$ cat src/rtl/tac_pkg.sv
package tac_pkg;
  timeunit 1ns;
  timeprecision 1ps;

  localparam int OPC_W = 2;

  typedef enum logic [OPC_W-1:0] {
    OPC_NOR = 2'b00,
    OPC_ADD = 2'b01,
    OPC_STA = 2'b10,
    OPC_JCC = 2'b11
  } tac_opc_e;

  typedef enum logic {
    PH_FETCH = 1'b0,
    PH_EXEC  = 1'b1
  } tac_phase_e;
endpackage

$ cat src/rtl/tac_alu.sv
module tac_alu #(
  parameter int DATA_W = 8
) (
  input  logic [DATA_W-1:0] acc_i,
  input  logic [DATA_W-1:0] opnd_i,
  input  logic              add_i,
  output logic [DATA_W-1:0] res_o,
  output logic              cout_o
);
  timeunit 1ns;
  timeprecision 1ps;

  logic [DATA_W:0]   sum;
  logic [DATA_W-1:0] nor_v;

  assign sum = {1'b0, acc_i} + {1'b0, opnd_i};

  for (genvar b = 0; b < DATA_W; b++) begin : g_nor_bit
    assign nor_v[b] = ~(acc_i[b] | opnd_i[b]);
  end

  assign res_o  = add_i ? sum[DATA_W-1:0] : nor_v;
  assign cout_o = add_i & sum[DATA_W];
endmodule

$ cat src/rtl/tac_seq.sv
module tac_seq
  import tac_pkg::*;
#(
  parameter int DATA_W = 8,
  parameter int ADDR_W = 6
) (
  input  logic              clk_i,
  input  logic              rst_i,
  input  logic [DATA_W-1:0] instr_i,
  input  logic              carry_i,
  output logic [ADDR_W-1:0] addr_o,
  output logic              store_o,
  output logic              carry_clr_o,
  output logic              commit_o,
  output logic              commit_add_o
);
  timeunit 1ns;
  timeprecision 1ps;

  localparam logic [ADDR_W-1:0] PC_ONE = ADDR_W'(1);

  tac_phase_e        phase_q;
  logic [ADDR_W-1:0] pc_q;
  logic              pend_q;
  logic              pend_add_q;
  tac_opc_e          opc;
  logic [ADDR_W-1:0] opnd;
  logic              in_exec;

  assign opc     = tac_opc_e'(instr_i[DATA_W-1 -: OPC_W]);
  assign opnd    = instr_i[ADDR_W-1:0];
  assign in_exec = (phase_q == PH_EXEC);

  always_ff @(posedge clk_i) begin
    if (rst_i) begin
      phase_q    <= PH_FETCH;
      pc_q       <= '0;
      pend_q     <= 1'b0;
      pend_add_q <= 1'b0;
    end else if (!in_exec) begin
      phase_q <= PH_EXEC;
      pc_q    <= pc_q + PC_ONE;
      pend_q  <= 1'b0;
    end else begin
      phase_q    <= PH_FETCH;
      pend_q     <= (opc == OPC_NOR) || (opc == OPC_ADD);
      pend_add_q <= (opc == OPC_ADD);
      if (opc == OPC_JCC && !carry_i) pc_q <= opnd;
    end
  end

  assign addr_o       = in_exec ? opnd : pc_q;
  assign store_o      = in_exec && (opc == OPC_STA);
  assign carry_clr_o  = in_exec && (opc == OPC_JCC) && carry_i;
  assign commit_o     = pend_q;
  assign commit_add_o = pend_add_q;

  // reset returns the sequencer to a fetch from address 0
  a_r1_reset_state: assert property (@(posedge clk_i)
    rst_i |=> (pc_q == '0 && phase_q == PH_FETCH && !pend_q));

  // the two phases strictly alternate
  a_r3_exec_after_fetch: assert property (@(posedge clk_i) disable iff (rst_i)
    (phase_q == PH_FETCH) |=> (phase_q == PH_EXEC));
  a_r3_fetch_after_exec: assert property (@(posedge clk_i) disable iff (rst_i)
    (phase_q == PH_EXEC) |=> (phase_q == PH_FETCH));

  // each fetch steps the counter by one modulo the address space
  a_r9_pc_step: assert property (@(posedge clk_i) disable iff (rst_i)
    (phase_q == PH_FETCH) |=> (pc_q == $past(pc_q) + PC_ONE));

  // a jump with clear carry loads the operand into the counter
  a_r7_jump_taken: assert property (@(posedge clk_i) disable iff (rst_i)
    (in_exec && opc == OPC_JCC && !carry_i) |=> (pc_q == $past(opnd)));

  // a result commit never overlaps a store cycle
  a_r6_commit_not_exec: assert property (@(posedge clk_i) disable iff (rst_i)
    pend_q |-> !store_o);
endmodule

$ cat src/rtl/tiny_acc_cpu.sv
module tiny_acc_cpu
  import tac_pkg::*;
#(
  parameter int DATA_W = 8,
  parameter int ADDR_W = 6
) (
  input  logic              clk_i,
  input  logic              rst_i,
  output logic [ADDR_W-1:0] mem_addr_o,
  output logic [DATA_W-1:0] mem_wdata_o,
  input  logic [DATA_W-1:0] mem_rdata_i,
  output logic              mem_we_o
);
  timeunit 1ns;
  timeprecision 1ps;

  logic [DATA_W-1:0] acc_q;
  logic              cy_q;
  logic [DATA_W-1:0] alu_res;
  logic              alu_cout;
  logic              commit;
  logic              commit_add;
  logic              carry_clr;

  tac_seq #(.DATA_W(DATA_W), .ADDR_W(ADDR_W)) u_seq (
    .clk_i        (clk_i),
    .rst_i        (rst_i),
    .instr_i      (mem_rdata_i),
    .carry_i      (cy_q),
    .addr_o       (mem_addr_o),
    .store_o      (mem_we_o),
    .carry_clr_o  (carry_clr),
    .commit_o     (commit),
    .commit_add_o (commit_add)
  );

  tac_alu #(.DATA_W(DATA_W)) u_alu (
    .acc_i  (acc_q),
    .opnd_i (mem_rdata_i),
    .add_i  (commit_add),
    .res_o  (alu_res),
    .cout_o (alu_cout)
  );

  always_ff @(posedge clk_i) begin
    if (rst_i) begin
      acc_q <= '0;
      cy_q  <= 1'b0;
    end else if (commit) begin
      acc_q <= alu_res;
      if (commit_add) cy_q <= alu_cout;
    end else if (carry_clr) begin
      cy_q <= 1'b0;
    end
  end

  assign mem_wdata_o = acc_q;

  // reset clears the accumulator and carry
  a_r1_regs_cleared: assert property (@(posedge clk_i)
    rst_i |=> (acc_q == '0 && !cy_q));

  // without a pending result the accumulator holds its value
  a_r4_acc_hold: assert property (@(posedge clk_i) disable iff (rst_i)
    !commit |=> $stable(acc_q));

  // an ADD commit yields the full sum in carry and accumulator
  a_r5_add_sum: assert property (@(posedge clk_i) disable iff (rst_i)
    (commit && commit_add) |=>
      ({cy_q, acc_q} == $past({1'b0, acc_q} + {1'b0, mem_rdata_i})));

  // a NOR commit leaves the carry untouched
  a_r4_nor_keeps_carry: assert property (@(posedge clk_i) disable iff (rst_i)
    (commit && !commit_add) |=> $stable(cy_q));

  // a jump seen with carry set clears the carry
  a_r8_carry_cleared: assert property (@(posedge clk_i) disable iff (rst_i)
    carry_clr |=> !cy_q);

  // the write strobe is a single-cycle pulse
  a_r6_we_pulse: assert property (@(posedge clk_i) disable iff (rst_i)
    mem_we_o |=> !mem_we_o);
endmodule

$ cat config.mk
export PLATFORM = sky130hd
export DESIGN_NAME = tiny_acc_cpu
export DESIGN_NICKNAME = d
export VERILOG_FILES = /design/src/rtl/tac_pkg.sv /design/src/rtl/tac_alu.sv /design/src/rtl/tac_seq.sv /design/src/rtl/tiny_acc_cpu.sv
export SDC_FILE = /design/constraint.sdc
export NUM_CORES = 1
export LEC_CHECK = 0
export CORE_UTILIZATION = 48
export DETAILED_ROUTE_END_ITERATION = 16
export PLACE_DENSITY = 0.77
export SLEW_MARGIN = 5
export SYNTH_ARGS = -nofsm -noshare
export SYNTH_HDL_FRONTEND = slang
export SYNTH_HIERARCHICAL = 1
export SYNTH_SLANG_ARGS = --single-unit
export TNS_END_PERCENT = 30
$ cat constraint.sdc
create_clock -name clk_i -period 1.9 [get_ports clk_i]
set_input_delay 0.38 -clock clk_i [delete_from_list [all_inputs] [get_ports clk_i]]
set_output_delay 0.38 -clock clk_i [all_outputs]
set_load 0.05 [all_outputs]
# Word-level counts from Yosys, hierarchy flattened

Index checks and enable logic that the tools add are counted.

Latch bits: 0
Memory bits (read-only): 0
Output and inout port bits: 15
Memories: 0
Bits of input ports: 10
Memory bits (writable): 0
Logic and storage cells: 49
Bits in registers: 18

Reduce and logical (&&, ||, !) cells: 10
Div/mod/pow operators: 0
Shift operators: 0
Multipliers: 0
Bitwise operators: 18
Add/subtract/negate cells: 2
Equality and inequality tests: 5
$lt $le $gt $ge: 0
Mux-type cells: 8

Operator list:

| operator                                       | count |
|---|---|
| two-way mux 6 bit                              | 3 |
| adder 8 x 8 -> 9 bit                           | 1 |
| inverter 1 bit                                 | 9 |
| two-way mux 8 bit                              | 1 |
| OR 1 bit                                       | 8 |
| adder 6 x 1 -> 6 bit (second input constant)   | 1 |
| == test 2 bit (second input constant)          | 2 |
| logical AND 1 bit                              | 4 |
| two-way mux 1 bit                              | 4 |
| != test 2 bit (second input constant)          | 2 |
| == test 2 x 1 -> 1 bit (second input constant) | 1 |
| logical NOT 2 bit                              | 1 |
| AND reduction 2 bit                            | 1 |
| nonzero test 2 bit                             | 1 |
| OR reduction 2 bit                             | 1 |
| bitwise AND 1 bit                              | 1 |
| logical NOT 1 bit                              | 1 |
| logical OR 1 bit                               | 1 |

# Longest topological paths before layout

Depth after elaboration: 5
Depth in mapped cells: 9

# Hierarchy

Netlist, hierarchy kept.

Modules (own cells, without submodules):

| module       | area an instance (µm²) | seq. area each (µm²) | cells an instance | instances |
|---|---|---|---|---|
| tac_alu      | 618.1                  | 0.0                  | 86                | 1 |
| tac_seq      | 589.3                  | 180.2                | 67                | 1 |
| tiny_acc_cpu | 344.1                  | 180.2                | 31                | 1 |

# Worst setup path after synthesis

OpenSTA, ideal clock, no wires.

Kind: register to register
From: reg acc_q[0] (netlist: mem_wdata_o[0])
To: reg acc_q[4] (netlist: mem_wdata_o[4])
Period minus slack after synthesis: 2262 ps
Setup time: 126 ps
Slack: -362 ps
Arrival time: 2135 ps
Cell stages (with the launch flop): 10
Path through: dfxtp_1 -> ha_1 -> inv_1 -> fa_1 -> nor2b_4 -> o31a_1 -> a21oi_1 -> mux2_2 -> mux2i_1 -> nor2_1

Longest elaborated chain between the ends: 2

RTL lines:

| what                     | line               | text |
|---|---|---|
| start: declaration       | tiny_acc_cpu.sv:17 | `logic [DATA_W-1:0] acc_q;` |
| start signal: assignment | tiny_acc_cpu.sv:50 | `acc_q <= alu_res;` |
| adder 8 x 8 -> 9 bit     | tac_alu.sv:16      | `assign sum = {1'b0, acc_i} + {1'b0, opnd_i};` |
| two-way mux 8 bit        | tac_alu.sv:22      | `assign res_o = add_i ? sum[DATA_W-1:0] : nor_v;` |
| via alu_res[4]           | tiny_acc_cpu.sv:19 | `logic [DATA_W-1:0] alu_res;` |

The timed path passes the listed nets, and every way through them passes these cells.
A chain may end at the register's enable or synchronous reset.

# Worst setup path after layout

From: in mem_rdata_i[6]
To: reg acc_q[6] (netlist: mem_wdata_o[6])

Longest elaborated chain between the ends: 3
Elaborated cells between the ends (all ways): 4
Those cells by class: add/sub (1); mux (1); bitwise (2)

RTL lines:

| what                                                                         | line               | text |
|---|---|---|
| start: declaration                                                           | tiny_acc_cpu.sv:11 | `input logic [DATA_W-1:0] mem_rdata_i,` |
| parallel branches: the longest is 2 deep, another holds adder 8 x 8 -> 9 bit | --                 |  |
| two-way mux 8 bit (*)                                                        | tac_alu.sv:22      |  |
| via alu_res[6]                                                               | tiny_acc_cpu.sv:19 |  |

Mark *: on every way through the listed nets, which the timed path passes.

==> reports/qor.csv <==
metric;value;unit
CP max stage delay;0.48;ns
share of cells above drive strength 1;36.2;%
ys flop type;dfxtp_1;
Post-synth EDFFs;0;
gp weighted congestion;0.831;
slowest CP cell;clkdlybuf4s50_1;
top cell type's share of synthesized area;23.2;%
Post-route DRC;0;
H-tree lvl count;1;
syn avg cell area;8.43;µm²
Ports;25;
Cell Chain, Critical Path;clkdlybuf4s50_1, inv_1, ha_4, mux2_2, mux2i_1, nand3_2, mux2i_1, nor2_1;
largest net degree at the start of global routing;30;
status;finished clean;
FF-to-FF End;mem_wdata_o[6];
post-DP HPWL;2.94;mm
worst endpoint data arrival time;2.10;ns
most frequent cell after synthesis;inv_1;
fin worst setup slack;0.00241;ns
CP Class;in -> reg;
post-cts hold buffer count;0;
Hold Fails Final Rpt;0;
Leak Pwr;1.03;nW
Clock transition at path regs;0.11;ns
area of the multi-input gates;1170;µm²
Inst Count DP;270;
FMAX;527;MHz
CTS tree;done;
Synth top cells by count;25 x inv_1, 18 x dfxtp_1, 18 x nor2_1;
R2R Path Start;mem_wdata_o[0];
core box area;3050;µm²
min-delay src;cy_q;
TritonRoute pass-1 iters;5;
Required @ worst endpoint;2.11;ns
Routed Antenna Nets;0;
syn nets;212;
WL final;4.13;mm
Die Area;3460;µm²
via count;1514;
register area share after synthesis;23.2;%
grt ovf;0;
Antenna Cells;0;
num rows;20;
Ys Warns;6;
vias in the first global route;1433;
final net count;261;
Max Slew Vio Count;0;
Worst R2R Setup Slack;0.02;ns
Worst Setup End Kind;flip-flop;
initial antenna violation count;0;
Core Util, Final;73.8;%
total track usage;24.1;%
routed length per instance;15.0;µm
clock sink count;18;
Root Driver;clkbuf_4;
RSZ-0062 raised after global routing;yes;
DIE HEIGHT;58.9;µm
Bufs on Longest Clock Path;2;
flip-flop and latch count after synthesis;18;
MaxCap Viol Count;0;
final instance area;2250;µm²
power per cell area;473;nW/µm²
Worst Path Max Fanout;6;
register area;379;µm²
post-synthesis cell area;1550;µm²
Mapped Cells;184;
Clk Latency, worst-skew pair;0.31;ns
Via-to-Cell Ratio;5.49;
Hold WC Path Type;reg -> reg;
Die Span X;58.9;µm
relative slew slack;63.8;%
maximum clock skew at final layout;0.00625;ns
area leader, netlist;dfxtp_1;
asr flop ratio synth;0;%
hold depth;2;
most used cell, CP;mux2i_1;
Non-Filler Instances;276;
Filler cells;226;
Area Overhead vs Synth;45.2;%
first-pass GRT wire length;6.24;mm
DP Worst Slack;-0.507;ns
Initial DRC Count;48;
Worst Tran Pin Value;0.545;ns
fin crit share;99.9;%
count of cell types in the netlist;47;
synth top area cells;dfxtp_1 23%, ha_1 14%, mux2i_1 7.7%, inv_1 6.0%, mux2_2 5.8%;
Final Setup Violations;0;
number of buffers added on ports;24;
reg2reg path depth;9;
startpoint types;input port;
Area after DPL;2070;µm²
number of CTS-inserted buffers;3;
crit path time final;1.90;ns
Hold Path End;cy_q;
initial core utilization;50.8;%
highest ir drop seen on vdd;0.350;mV
## final cells by class
cell class / instances / area share, %
multi-input combinational: 133 / 51.9
timing repair buffer: 52 / 22.9
sequential: 18 / 16.8
inverter: 25 / 4.28
tap: 44 / 2.44
clock buffer: 4 / 1.61
## cells by family after synthesis
kind of cell	count (synthesis)	synth area share, %
fa+ha+maj	18	15.0
buf+inv	33	9.60
simple gates	52	18.3
compound gates	40	18.2
flops	18	23.2
mux	21	14.5
xor+xnor	2	1.13
## report_power, final
group / switching (mW) / total (mW) / internal, mW
clock network: 0.140 / 0.257 / 0.117
registers: 0.0189 / 0.410 / 0.391
logic: 0.211 / 0.398 / 0.187
## routing by layer
metal | part of all wire (%) | GRT usage (%) | vias to the layer above
met3 | 4.9 | 3.52 | 10
met1 | 43 | 26.6 | 709
met2 | 50 | 45.6 | 57
met4 | 1.6 | 10.2 | 0
li1 | - | - | 738
met5 | 0 | 0 | -
## worst max-delay path by stage
stage                         startpoint              to  slack [ns]
after floorplan            u_seq/in_exec   mem_addr_o[2]       -0.16
after global placement    mem_rdata_i[0]  mem_wdata_o[4]       -0.44
after detailed placement  mem_rdata_i[0]  mem_wdata_o[6]       -0.51
after CTS                 mem_rdata_i[5]  mem_wdata_o[6]       0.001
after global routing      mem_wdata_o[1]            cy_q       -0.03
final                     mem_rdata_i[6]  mem_wdata_o[6]       0.002
## per-stage QoR
step / power, mW / hold WS (ns) / setup TNS, ns
3_3_place_gp: 0.776 / 0.496 / -2.63
2_1_floorplan: 0.646 / 0.469 / -0.373
4_1_cts: 1.05 / 0.529 / 0
6_report: 1.07 / 0.528 / 0
5_1_grt: 1.11 / 0.554 / -0.0794
3_5_place_dp: 0.791 / 0.507 / -2.99
## timing repair
action / CTS / global route
buffers inserted: 0 / 2
setup endpoints to repair: 7 / 14
pin swaps: 5 / 1
cloned: 0 / 0
resized for setup: 14 / 24
## worst max-delay path, delay by kind of cell
kind,cells,cell delay (ns)
muxes,3,0.70
and+or+nand+nor,2,0.16
buffers and inverters,2,0.55
adders and majority gates,1,0.31
## state kept, by name, summed over array words and instances (netlist names)
signal and count:
cy_q 1, mem_wdata_o 8, u_seq/commit_add_o 1, u_seq/commit_o 1, u_seq/in_exec 1, u_seq/pc_q 6
## cell usage in the layout, fill, tap and decap left out, types with 2 or more instances in the layout
cell type        count
o21ai_1              2
and3b_1              3
a31oi_1              3
nand2b_1             2
inv_2                5
dlygate4sd2_1        4
nand4b_1             2
ha_4                 7
nor2_1              17
nand3b_1             2
dfxtp_1             11
a21o_1               2
buf_6                2
mux2i_1             12
clkbuf_4             3
dfxtp_2              3
mux2_2               8
o22ai_1              2
or2_0                2
o21ai_0              7
ha_1                 7
buf_4               29
nand3_1              6
ha_2                 3
o32ai_2              2
clkdlybuf4s50_1      4
dlymetal6s2s_1       8
a21oi_1              8
buf_12               5
inv_1               19
nand2_1              9
nor2b_1              2
dfxtp_4              4
(Power assumes the default switching activity.)
